==> config.mk <==
export PLATFORM = sky130hd
export DESIGN_NAME = dtimer
export DESIGN_NICKNAME = d
export VERILOG_FILES = /design/src/rtl/dtimer_pkg.sv /design/src/rtl/dtimer_ctrl.sv /design/src/rtl/dtimer_dp.sv /design/src/rtl/dtimer.sv
export SDC_FILE = /design/constraint.sdc
export NUM_CORES = 1
export LEC_CHECK = 0
export BUFFER_PORTS_ARGS = -buffer_cell sky130_fd_sc_hd__buf_2
export CAP_MARGIN = 5
export CORE_MARGIN = 3
export CORE_UTILIZATION = 45
export CTS_BUF_LIST = sky130_fd_sc_hd__clkbuf_4 sky130_fd_sc_hd__clkbuf_8 sky130_fd_sc_hd__clkbuf_16
export DETAILED_ROUTE_END_ITERATION = 6
export GPL_TIMING_DRIVEN = 1
export PLACE_DENSITY = 0.65
export SYNTH_ARGS = -nofsm -noshare
export SYNTH_HDL_FRONTEND = slang
export SYNTH_SLANG_ARGS = --single-unit
export TNS_END_PERCENT = 50
==> constraint.sdc <==
create_clock -name clk -period 3.3 [get_ports clk]
set_clock_uncertainty 0.15 [all_clocks]
set_input_delay 0.495 -clock clk [delete_from_list [all_inputs] [get_ports clk]]
set_output_delay 0.495 -clock clk [all_outputs]
set_load 0.01 [all_outputs]
==> src/rtl/dtimer_pkg.sv <==
`timescale 1ns/1ps
package dtimer_pkg;
  localparam int unsigned ADDR_W = 4;

  // word index of each register (byte offset >> 2)
  localparam logic [1:0] IDX_RELOAD = 2'd0;
  localparam logic [1:0] IDX_COUNT  = 2'd1;
  localparam logic [1:0] IDX_CTRL   = 2'd2;
  localparam logic [1:0] IDX_FLAG   = 2'd3;

  // control field positions
  localparam int unsigned POS_RUN  = 7;
  localparam int unsigned POS_PER  = 6;
  localparam int unsigned POS_IE   = 5;
  localparam int unsigned POS_PSHI = 3;
  localparam int unsigned POS_PSLO = 2;
  localparam int unsigned POS_WIDE = 1;

  typedef enum logic [1:0] {
    PS_ONE  = 2'b00,
    PS_MID  = 2'b01,
    PS_HIGH = 2'b10,
    PS_RSVD = 2'b11
  } presc_e;

  typedef struct packed {
    logic   run;
    logic   periodic;
    logic   irqEn;
    presc_e presc;
    logic   wide;
  } ctrl_t;

  // strobes from control to datapath
  typedef struct packed {
    logic wrReload;
    logic wrCount;
    logic tick;
  } strobe_t;
endpackage

==> src/rtl/dtimer_ctrl.sv <==
`timescale 1ns/1ps
module dtimer_ctrl
  import dtimer_pkg::*;
#(
  parameter int unsigned DATA_W   = 32,
  parameter int unsigned PRE_MID  = 16,
  parameter int unsigned PRE_HIGH = 256
) (
  input  logic              clk,
  input  logic              rstN,
  input  logic              busSel,
  input  logic              busWrite,
  input  logic [ADDR_W-1:0] busAddr,
  input  ctrl_t             cfgIn,
  input  logic              zeroNow,
  output ctrl_t             cfg,
  output strobe_t           strobe,
  output logic              flag,
  output logic              clearWr,
  output logic [DATA_W-1:0] ctrlWord
);
  localparam int unsigned PRE_CW = $clog2(PRE_HIGH);

  logic              wrHit;
  logic [1:0]        wrIdx;
  logic [PRE_CW-1:0] preCnt;
  logic [PRE_CW-1:0] preLimit;
  logic              tickNow;
  logic              zeroEvt;

  assign wrHit = busSel && busWrite && (busAddr[1:0] == 2'b00);
  assign wrIdx = busAddr[3:2];

  // control register
  always_ff @(posedge clk) begin
    if (!rstN) begin
      cfg <= '0;
    end else if (wrHit && wrIdx == IDX_CTRL) begin
      cfg <= cfgIn;
    end
  end

  // prescale terminal count
  always_comb begin
    case (cfg.presc)
      PS_MID:  preLimit = PRE_CW'(PRE_MID - 1);
      PS_HIGH: preLimit = PRE_CW'(PRE_HIGH - 1);
      default: preLimit = '0;
    endcase
  end

  assign tickNow = cfg.run && (preCnt >= preLimit);

  // prescale counter: held at zero while stopped, so a fresh start restarts the phase
  always_ff @(posedge clk) begin
    if (!rstN) begin
      preCnt <= '0;
    end else if (!cfg.run || tickNow) begin
      preCnt <= '0;
    end else begin
      preCnt <= preCnt + 1'b1;
    end
  end

  assign zeroEvt = tickNow && zeroNow;
  assign clearWr = wrHit && wrIdx == IDX_FLAG;

  // sticky event flag, set dominates clear
  always_ff @(posedge clk) begin
    if (!rstN) begin
      flag <= 1'b0;
    end else if (zeroEvt) begin
      flag <= 1'b1;
    end else if (clearWr) begin
      flag <= 1'b0;
    end
  end

  always_comb begin
    strobe          = '0;
    strobe.tick     = tickNow;
    strobe.wrCount  = wrHit && wrIdx == IDX_COUNT;
    strobe.wrReload = wrHit && wrIdx == IDX_RELOAD;
  end

  always_comb begin
    ctrlWord           = '0;
    ctrlWord[POS_RUN]  = cfg.run;
    ctrlWord[POS_PER]  = cfg.periodic;
    ctrlWord[POS_IE]   = cfg.irqEn;
    ctrlWord[POS_PSHI] = cfg.presc[1];
    ctrlWord[POS_PSLO] = cfg.presc[0];
    ctrlWord[POS_WIDE] = cfg.wide;
  end
endmodule

==> src/rtl/dtimer_dp.sv <==
`timescale 1ns/1ps
module dtimer_dp
  import dtimer_pkg::*;
#(
  parameter int unsigned DATA_W   = 32,
  parameter int unsigned NARROW_W = 16
) (
  input  logic              clk,
  input  logic              rstN,
  input  logic              wide,
  input  logic              periodic,
  input  strobe_t           strobe,
  input  logic [DATA_W-1:0] wdata,
  output logic [DATA_W-1:0] reloadReg,
  output logic [DATA_W-1:0] countVis,
  output logic              zeroNow
);
  localparam logic [DATA_W-1:0] NARROW_MASK = {{(DATA_W-NARROW_W){1'b0}}, {NARROW_W{1'b1}}};

  logic [DATA_W-1:0] countReg;
  logic [DATA_W-1:0] widthMask;
  logic [DATA_W-1:0] countNext;

  assign widthMask = wide ? {DATA_W{1'b1}} : NARROW_MASK;
  assign countVis  = countReg & widthMask;
  assign zeroNow   = (countVis == '0);

  always_ff @(posedge clk) begin
    if (!rstN) begin
      reloadReg <= '0;
    end else if (strobe.wrReload) begin
      reloadReg <= wdata;
    end
  end

  always_comb begin
    countNext = countReg;
    if (strobe.wrCount) begin
      countNext = wdata;
    end else if (strobe.tick) begin
      if (zeroNow) begin
        countNext = periodic ? (reloadReg & widthMask) : widthMask;
      end else begin
        countNext = (countReg - 1'b1) & widthMask;
      end
    end
  end

  always_ff @(posedge clk) begin
    if (!rstN) begin
      countReg <= '0;
    end else begin
      countReg <= countNext;
    end
  end
endmodule

==> src/rtl/dtimer.sv <==
`timescale 1ns/1ps
module dtimer
  import dtimer_pkg::*;
#(
  parameter int unsigned DATA_W   = 32,
  parameter int unsigned NARROW_W = 16,
  parameter int unsigned PRE_MID  = 16,
  parameter int unsigned PRE_HIGH = 256
) (
  input  logic              clk,
  input  logic              rstN,
  input  logic              busSel,
  input  logic              busWrite,
  input  logic [3:0]        busAddr,
  input  logic [DATA_W-1:0] busWdata,
  output logic [DATA_W-1:0] busRdata,
  output logic              irq
);
  ctrl_t             cfgIn;
  ctrl_t             cfg;
  strobe_t           strobe;
  logic              flag;
  logic              clearWr;
  logic              zeroNow;
  logic [DATA_W-1:0] ctrlWord;
  logic [DATA_W-1:0] reloadReg;
  logic [DATA_W-1:0] countVis;

  assign cfgIn.run      = busWdata[POS_RUN];
  assign cfgIn.periodic = busWdata[POS_PER];
  assign cfgIn.irqEn    = busWdata[POS_IE];
  assign cfgIn.presc    = presc_e'(busWdata[POS_PSHI:POS_PSLO]);
  assign cfgIn.wide     = busWdata[POS_WIDE];

  dtimer_ctrl #(
    .DATA_W  (DATA_W),
    .PRE_MID (PRE_MID),
    .PRE_HIGH(PRE_HIGH)
  ) u_ctrl (
    .clk     (clk),
    .rstN    (rstN),
    .busSel  (busSel),
    .busWrite(busWrite),
    .busAddr (busAddr),
    .cfgIn   (cfgIn),
    .zeroNow (zeroNow),
    .cfg     (cfg),
    .strobe  (strobe),
    .flag    (flag),
    .clearWr (clearWr),
    .ctrlWord(ctrlWord)
  );

  dtimer_dp #(
    .DATA_W  (DATA_W),
    .NARROW_W(NARROW_W)
  ) u_dp (
    .clk      (clk),
    .rstN     (rstN),
    .wide     (cfg.wide),
    .periodic (cfg.periodic),
    .strobe   (strobe),
    .wdata    (busWdata),
    .reloadReg(reloadReg),
    .countVis (countVis),
    .zeroNow  (zeroNow)
  );

  always_comb begin
    busRdata = '0;
    if (busAddr[1:0] == 2'b00) begin
      case (busAddr[3:2])
        IDX_RELOAD: busRdata = reloadReg;
        IDX_COUNT:  busRdata = countVis;
        IDX_CTRL:   busRdata = ctrlWord;
        default:    busRdata = {{(DATA_W-1){1'b0}}, flag};
      endcase
    end
  end

  assign irq = flag && cfg.irqEn;
endmodule

==> metrics.txt, run 1 <==
Synth Area in Compound Gates 25.1%; postcts setup bufs 0; layout cell share with drive strength beyond 1 17.9%; total track usage 26.2%; Area Overhead vs Synth 15.2%; ant diodes 0; post-synth design cell area 4870 um2; Synth Area in XOR/XNOR 4.14%; grt total ovfl 0; slack of the critical path 0.199 ns; critical path class register to register; I/O pins 73; Synth async-reset ratio 0%; Clk pin slew, worst setup/hold paths 0.08 ns; post-synthesis adder-cell area fraction 3.08%; Clk Latency, worst-skew pair 0.37 ns; Clk pwr share 37.6%; most frequent cells in the layout 98 x nand2_1, 79 x dfxtp_1, 74 x a21oi_1; Synthesized Nets 706; Worst R2R Start u_ctrl.cfg[1]; Clock Sinks 79; wire length per cell 18.0 um; DR pass1 iterations 5; Critical Path Start u_ctrl.cfg[1]; cts repair resizes 0; Final nets 763; met1 WL 7000 um; Die H 110 um; root cell of the clock tree clkbuf_8; non-filler instance count after layout 852; Synth Area in Simple Gates 27.0%; actual transition at the worst max-transition pin 0.899 ns; syn_area_per_cell 7.44 um2; met2 routed WL 7000 um; placed insts 836; worst hold slack 0.191 ns; RSZ-0062 raised after global routing true; fin crit share 94.0%; CP Cell Sequence inv_1 -> ha_1 -> inv_1 -> ha_1 -> nand2b_1 -> a2111oi_0 -> o21ai_1 -> nand3_1 -> o21a_1 -> o221a_2; maximum fanout along the worst path 13; Gate Count Post-Synth 654; final core utilization 53.9%; Slowest-stage cell, CP a2111oi_0; startpoint types register; Die Width 110 um; fraction of power spent switching nets 28.5%; commonest non-fill, non-tap cell in the layout nand2_1; largest net degree at the start of global routing 31; row count 37; Seq cells post-synth 79; Max stage delay on crit path 0.54 ns; first-pass GRT wire length 24800 um; final hold vios 0; DP HPWL 10800 um; Worst Path Arrival 3.27 ns; Total Power 2170 uW; yosys warns 0; worst reg2reg setup slack 0.20 ns; total number of vias 5129; crit path time final 3.10 ns; initial antenna violation count 0; PD cells 387 nW/um2; Vias per Instance 6.02; Critical Path RT 3.47 ns; Initial Utilization 46.7%; P_sw 618 uW; Post-synth EDFFs 0; MaxCap Viol Count 0; DRC 0; Post-Route WL 15300 um; Max-slew headroom 40.0%; outcome finished clean; hold path startpoint busWdata[14]; main combinational cell family by area after synthesis simple AND/OR/NAND/NOR gates; number of global-route vias before repair 4866; f_max 0.322 GHz; min-delay worst type input pin to register; H-tree levels 3; post-synth cell types 59; Crit. End Element register; Initial DRC Count 395; Synth Flop Type dfxtp_1; met3 WL 1020 um; GPL Wtd Cong 0.881; count of final max-slew check failures 0; worst-case clock buffer depth 2; Seq pwr share 45.1%; Post-DRT Antenna Nets 0; uppermost routed layer met4; Core Region 10400 um2; Comb power frac 17.3%; endpoints failing setup 0; CTS Buf Count 9; DP Worst Slack 0.0793 ns; Port Buffers 72; P_int 1550 uW; hold buffers post-CTS 0; sequential share of the synthesized area 32.5%; post-synthesis mux area share 3.29%; maximum vdd drop 0.000182 V; Die ar. 12100 um2; static leakage 0.00215 uW; CTS tree built
metal layers:
layer  vias to the layer above  track usage (%)
met1                      2441             35.4
met5                         -                0
li1                       2492                -
met2                       173             41.3
met3                        23             5.13
met4                         0             9.80
power by group through the flow:
stage / sequential, uW / clock [uW] / combinational (uW)
5_1_grt: 981 / 867 / 411
6_report: 980 / 816 / 375
3_5_place_dp: 1000 / 0 / 367
2_1_floorplan: 995 / 0 / 262
4_1_cts: 979 / 827 / 370
3_3_place_gp: 1000 / 0 / 362
per-stage QoR:
step / area (um2) / setup TNS (ns)
after floorplan: 4870 / 0
after global placement: 5380 / 0
after detailed placement: 5380 / 0
after CTS: 5610 / 0
after global routing: 5610 / -0.610
final: 5610 / 0
state kept, by name (all words and copies together) (netlist names):
| signal | count |
|---|---|
| u_dp.reloadReg | 32 |
| u_ctrl.cfg | 6 |
| u_ctrl.flag | 1 |
| u_dp.countReg | 32 |
| u_ctrl.preCnt | 8 |
cells by family after synthesis:
kind of cell | Yosys count
and+or+nand+nor | 270
adders and majority gates | 12
DFF | 79
muxes | 16
buffers and inverters | 60
xor gates and xnor gates | 23
AOI/OAI and AO/OA | 194
worst max-delay path, delay by kind of cell, from the launching register on:
family          cells  cell delay (ns)
fa+ha+maj           2             0.61
buf+inv             2             0.12
compound gates      4             1.18
flops               1             0.35
simple gates        2             0.63
final timing paths:
path / to / cells after the start
hold reg to reg: u_dp.reloadReg[13] / 2
hold / removal: u_dp.countReg[14] / 3
setup reg to reg: u_dp.countReg[17] / 10
setup / recovery: u_dp.countReg[17] / 10
cell usage after synthesis, drive strengths merged (2+ instances only):
cell | instances | area share, %
nand2 | 98 | 7.6
dfxtp | 79 | 32
a21oi | 74 | 7.6
nor2 | 62 | 4.8
clkbuf | 43 | 3.3
o21ai | 40 | 4.1
nand3 | 25 | 2.6
a22oi | 16 | 2.5
mux2i | 16 | 3.3
xor2 | 15 | 2.7
ha | 12 | 3.1
nor3 | 12 | 1.5
inv | 11 | 0.85
nand3b | 10 | 1.5
nor3b | 9 | 1.4
o31ai | 9 | 1.4
or3 | 9 | 1.3
nor4 | 8 | 1.0
o211ai | 8 | 1.2
xnor2 | 8 | 1.4
nand4 | 7 | 0.90
o21a | 7 | 1.1
o221ai | 7 | 1.3
a31oi | 6 | 0.77
or4 | 6 | 1.1
and3 | 5 | 0.64
buf | 5 | 0.72
o221a | 5 | 1.2
or2 | 5 | 0.64
a211oi | 4 | 0.62
a2111oi | 3 | 0.67
and2 | 3 | 0.39
nand2b | 3 | 0.39
a21o | 2 | 0.31
a311oi | 2 | 0.36
nand4b | 2 | 0.36
nor2b | 2 | 0.26
o31a | 2 | 0.36
o41ai | 2 | 0.36
area by class of cell:
cell class	count	area, um2
Fill cell	1051	4810
Multi-Input combinational cell	515	3060
Sequential cell	79	1580
Timing Repair Buffer	94	526
Clock buffer	14	193
Tap cell	136	170
Inverter	12	45.0
Clock inverter	2	35.0
Note: power is estimated with default switching activity, not from simulation.
==> run 2, diff against run 1 <==
--- a/config.mk
+++ b/config.mk
@@ -7,12 +7,14 @@
 export LEC_CHECK = 0
 export BUFFER_PORTS_ARGS = -buffer_cell sky130_fd_sc_hd__buf_2
 export CAP_MARGIN = 5
+export CELL_PAD_IN_SITES_DETAIL_PLACEMENT = 1
+export CELL_PAD_IN_SITES_GLOBAL_PLACEMENT = 1
 export CORE_MARGIN = 3
-export CORE_UTILIZATION = 45
+export CORE_UTILIZATION = 42
 export CTS_BUF_LIST = sky130_fd_sc_hd__clkbuf_4 sky130_fd_sc_hd__clkbuf_8 sky130_fd_sc_hd__clkbuf_16
 export DETAILED_ROUTE_END_ITERATION = 6
 export GPL_TIMING_DRIVEN = 1
-export PLACE_DENSITY = 0.65
+export PLACE_DENSITY_LB_ADDON = 0.1
 export SYNTH_ARGS = -nofsm -noshare
 export SYNTH_HDL_FRONTEND = slang
 export SYNTH_SLANG_ARGS = --single-unit
==> metrics.txt, run 2 (synthesis gave the netlist of run 1 again) <==
Clk Latency, worst-skew pair 0.35 ns; first-pass GRT wire length 28500 um; H-tree levels 3; count of final max-slew check failures 0; crit path time final 3.05 ns; Seq pwr share 42.3%; I/O pins 73; most frequent cells in the layout 98 x nand2_1, 79 x dfxtp_1, 74 x a21oi_1; cts repair resizes 1; outcome finished clean; final core utilization 51.3%; fraction of power spent switching nets 28.5%; hold path startpoint busWdata[14]; critical path class register to register; placed insts 843; Final nets 766; total number of vias 5206; commonest non-fill, non-tap cell in the layout nand2_1; Worst R2R Start u_ctrl.cfg[1]; number of global-route vias before repair 5426; Crit. End Element register; maximum fanout along the worst path 9; wire length per cell 20.1 um; worst-case clock buffer depth 2; final hold vios 0; non-filler instance count after layout 858; DP HPWL 12300 um; f_max 0.327 GHz; fin crit share 92.5%; total track usage 27.7%; Die ar. 12900 um2; MaxCap Viol Count 0; postcts setup bufs 0; CTS Buf Count 9; worst reg2reg path depth 11; slack of the critical path 0.246 ns; Finished Cell Area 5690 um2; P_sw 660 uW; largest net degree at the start of global routing 31; worst reg2reg setup slack 0.25 ns; Area Overhead vs Synth 16.8%; Post-Route WL 17300 um; Critical Path RT 3.40 ns; root cell of the clock tree clkbuf_16; DP Worst Slack 0.00376 ns; Die Width 114 um; maximum vdd drop 0.000352 V; P_int 1660 uW; DR pass1 iterations 5; Max-slew headroom 41.7%; Largest regs u_dp.countReg: 32 flops, u_dp.reloadReg: 32 flops, u_ctrl.preCnt: 8 flops; layout cell share with drive strength beyond 1 18.2%; Clock Sinks 79; Core Region 11100 um2; Initial Utilization 43.9%; Clk pwr share 41.1%; Port Buffers 72; min-delay worst type input pin to register; Vias per Instance 6.07; static leakage 0.00219 uW; Initial DRC Count 336; Worst Hold End u_dp.countReg[14]; Comb power frac 16.7%; hold buffers post-CTS 0; startpoint types register; hold path depth 3; CTS tree built; grt total ovfl 0; initial antenna violation count 0; reg-to-reg endpoint u_dp.countReg[8]; Die H 114 um; ant diodes 0; TNS Setup 0 ns; placed cell areas 5410 um2; DRC 0; Clk pin slew, worst setup/hold paths 0.06 ns; RSZ-0062 raised after global routing false; endpoints failing setup 0; Post-DRT Antenna Nets 0; actual transition at the worst max-transition pin 0.867 ns; row count 38; PD cells 408 nW/um2; Worst Path Arrival 3.15 ns; GPL Wtd Cong 0.861
-- run 2: worst max path at each step --
stage | startpoint | cells past startpoint | endpoint
4_1_cts | u_ctrl.cfg[1] | 11 | u_dp.countReg[4]
3_3_place_gp | u_ctrl.cfg[1] | 9 | u_dp.countReg[21]
3_5_place_dp | u_ctrl.cfg[1] | 10 | u_dp.countReg[27]
6_report | u_ctrl.cfg[1] | 11 | u_dp.countReg[8]
2_1_floorplan | u_ctrl.cfg[1] | 11 | u_dp.countReg[0]
5_1_grt | u_ctrl.cfg[1] | 11 | u_dp.countReg[8]
-- run 2: layer usage --
metal  vias to the layer above  GRT usage [%]  part of all wire, %
met3                        24           5.94                  5.6
met4                         0           9.54                  1.9
met5                         -              0                    0
met2                       143           45.2                   48
met1                      2553           36.3                   45
li1                       2486              -                    -
-- run 2: power groups by stage --
stage | clock network (uW) | registers (uW) | logic [uW]
2_1_floorplan | 0 | 995 | 262
3_5_place_dp | 0 | 1000 | 380
4_1_cts | 970 | 980 | 382
6_report | 953 | 981 | 387
3_3_place_gp | 0 | 1000 | 369
5_1_grt | 1010 | 982 | 423
-- run 2: final cells by class --
cell class	instances	area [um2]
clock buffers	14	269
clock inverters	1	5.00
fillers	1408	5390
inverters	12	45.0
multi-input cells	515	3060
flip-flops and latches	79	1580
well taps	140	175
repair buffers	97	548
-- run 2: stage by stage --
stage / hold WS [ns] / power [uW]
CTS: 0.221 / 2330
finish: 0.225 / 2320
floorplan: 0.290 / 1260
detailed placement: 0.316 / 1380
global route: 0.253 / 2410
global placement: 0.303 / 1370
-- run 2: critical path, cell delays in order, from the launching register on --
cell       delay (ns)
dfxtp_1          0.35
inv_1            0.05
ha_1             0.34
inv_1            0.07
ha_1             0.26
nand2b_1         0.13
a2111oi_0        0.52
o21ai_0          0.37
nand2_1          0.18
buf_4            0.18
o31ai_1          0.10
a32o_1           0.25
==> run 3, diff against run 2 <==
--- a/config.mk
+++ b/config.mk
@@ -9,7 +9,7 @@
 export CAP_MARGIN = 5
 export CELL_PAD_IN_SITES_DETAIL_PLACEMENT = 1
 export CELL_PAD_IN_SITES_GLOBAL_PLACEMENT = 1
-export CORE_MARGIN = 3
+export CORE_MARGIN = 10
 export CORE_UTILIZATION = 42
 export CTS_BUF_LIST = sky130_fd_sc_hd__clkbuf_4 sky130_fd_sc_hd__clkbuf_8 sky130_fd_sc_hd__clkbuf_16
 export DETAILED_ROUTE_END_ITERATION = 6
==> metrics.txt, run 3 (synthesis gave the netlist of run 1 again) <==
Die H 128 um; Core Region 11400 um2; Clock Sinks 79; Vias per Instance 6.13; count of final max-slew check failures 0; Final nets 762; worst reg2reg setup slack 0.23 ns; Die ar. 16300 um2; Initial DRC Count 428; layout cell share with drive strength beyond 1 17.9%; placed insts 842; PD cells 413 nW/um2; RSZ-0062 raised after global routing false; Post-Route WL 18300 um; startpoint types register; row count 39; fin crit share 93.1%; Critical Path Start u_ctrl.cfg[1]; uppermost routed layer met4; postcts setup bufs 0; crit path time final 3.07 ns; largest net degree at the start of global routing 37; Post-DRT Antenna Nets 0; worst reg2reg path depth 11; maximum vdd drop 0.000287 V; endpoints failing setup 0; crit path to u_dp.countReg[5]; reg-to-reg endpoint u_dp.countReg[5]; worst hold slack 0.211 ns; commonest non-fill, non-tap cell in the layout nand2_1; MaxCap Viol Count 0; grt total ovfl 0; I/O pins 73; Worst R2R Start u_ctrl.cfg[1]; root cell of the clock tree clkbuf_16; DRC 0; Clk Latency, worst-skew pair 0.35 ns; Clk pin slew, worst setup/hold paths 0.06 ns; final hold vios 0; met1 WL 8170 um; Critical Path RT 3.39 ns; wire length per cell 21.4 um; first-pass GRT wire length 29400 um; met2 routed WL 8940 um; f_max 0.326 GHz; total track usage 22.1%; number of global-route vias before repair 5479; worst-case clock buffer depth 2; total number of vias 5257; most frequent cells in the layout 98 x nand2_1, 79 x dfxtp_1, 74 x a21oi_1; actual transition at the worst max-transition pin 0.812 ns; Port Buffers 72; DP HPWL 12900 um; GPL Wtd Cong 0.855; Initial Utilization 42.8%; Largest regs u_dp.countReg: 32 flops, u_dp.reloadReg: 32 flops, u_ctrl.preCnt: 8 flops; ant diodes 0; Crit. End Element register; critical path class register to register; outcome finished clean; initial antenna violation count 0; non-filler instance count after layout 858; Max-slew headroom 45.8%; H-tree levels 3; Die Width 128 um; Area Overhead vs Synth 16.4%; Worst Path Arrival 3.17 ns; CTS Buf Count 9; maximum fanout along the worst path 8; DR pass1 iterations 5; CTS tree built; met3 WL 925 um; static leakage 0.00218 uW; min-delay worst type input pin to register
## run 3: how the worst min path moves through the flow
stage,startpoint,cells past startpoint,end,slack [ns]
2_1_floorplan,u_ctrl.flag,2,u_ctrl.flag,0.29
3_3_place_gp,u_dp.reloadReg[12],2,u_dp.reloadReg[12],0.30
3_5_place_dp,u_dp.reloadReg[1],2,u_dp.reloadReg[1],0.31
4_1_cts,busWdata[4],3,u_dp.countReg[4],0.21
5_1_grt,busWdata[4],3,u_dp.countReg[4],0.24
6_report,busWdata[4],3,u_dp.countReg[4],0.21
## run 3: worst max-delay path, cell delays in order, from the launching register on
cell and delay, ns:
dfxtp_1 0.35, inv_1 0.05, ha_1 0.35, inv_1 0.06, ha_1 0.26, nand2b_1 0.14, a2111oi_1 0.49, o21ai_0 0.36
nand2_1 0.18, buf_4 0.19, o31ai_1 0.10, o31ai_1 0.27
## run 3: what timing repair did
item	CTS	global route
resized for setup	1	2
hold buffers	0	0
setup endpoints to repair	12	11
pin swaps	0	0
## run 3: final cells by class
class	instances	area, um2
flip-flops and latches	79	1580
inverters	12	45.0
fillers	1477	5700
multi-input cells	515	3060
clock buffers	12	260
repair buffers	93	518
well taps	143	179
clock inverters	4	20.0
## run 3: power breakdown
group / internal (uW) / switching (uW) / leakage (uW) / total (uW)
combinational: 135 / 254 / 0.00139 / 390
sequential: 965 / 16.3 / 0.000637 / 981
clock: 554 / 416 / 0.000146 / 970
total: 1650 / 686 / 0.00218 / 2340
## run 3: per-layer routing
layer	global-route usage, %	vias up
li1	-	2480
met1	28.1	2600
met2	37.0	154
met3	3.52	23
met4	7.62	0
met5	0	-
## run 3: stage by stage
step / TNS [ns] / worst slack [ns] / cell area, um2 / util [%] / power (uW)
2_1_floorplan: 0 / 0.520 / 4870 / - / 1260
3_3_place_gp: 0 / 0.113 / 5380 / 47.3 / 1370
3_5_place_dp: -0.422 / -0.0917 / 5380 / 47.3 / 1380
4_1_cts: 0 / 0.0629 / 5660 / 49.8 / 2350
5_1_grt: 0 / 0.0665 / 5670 / 49.8 / 2430
6_report: 0 / 0.228 / 5670 / 49.8 / 2340
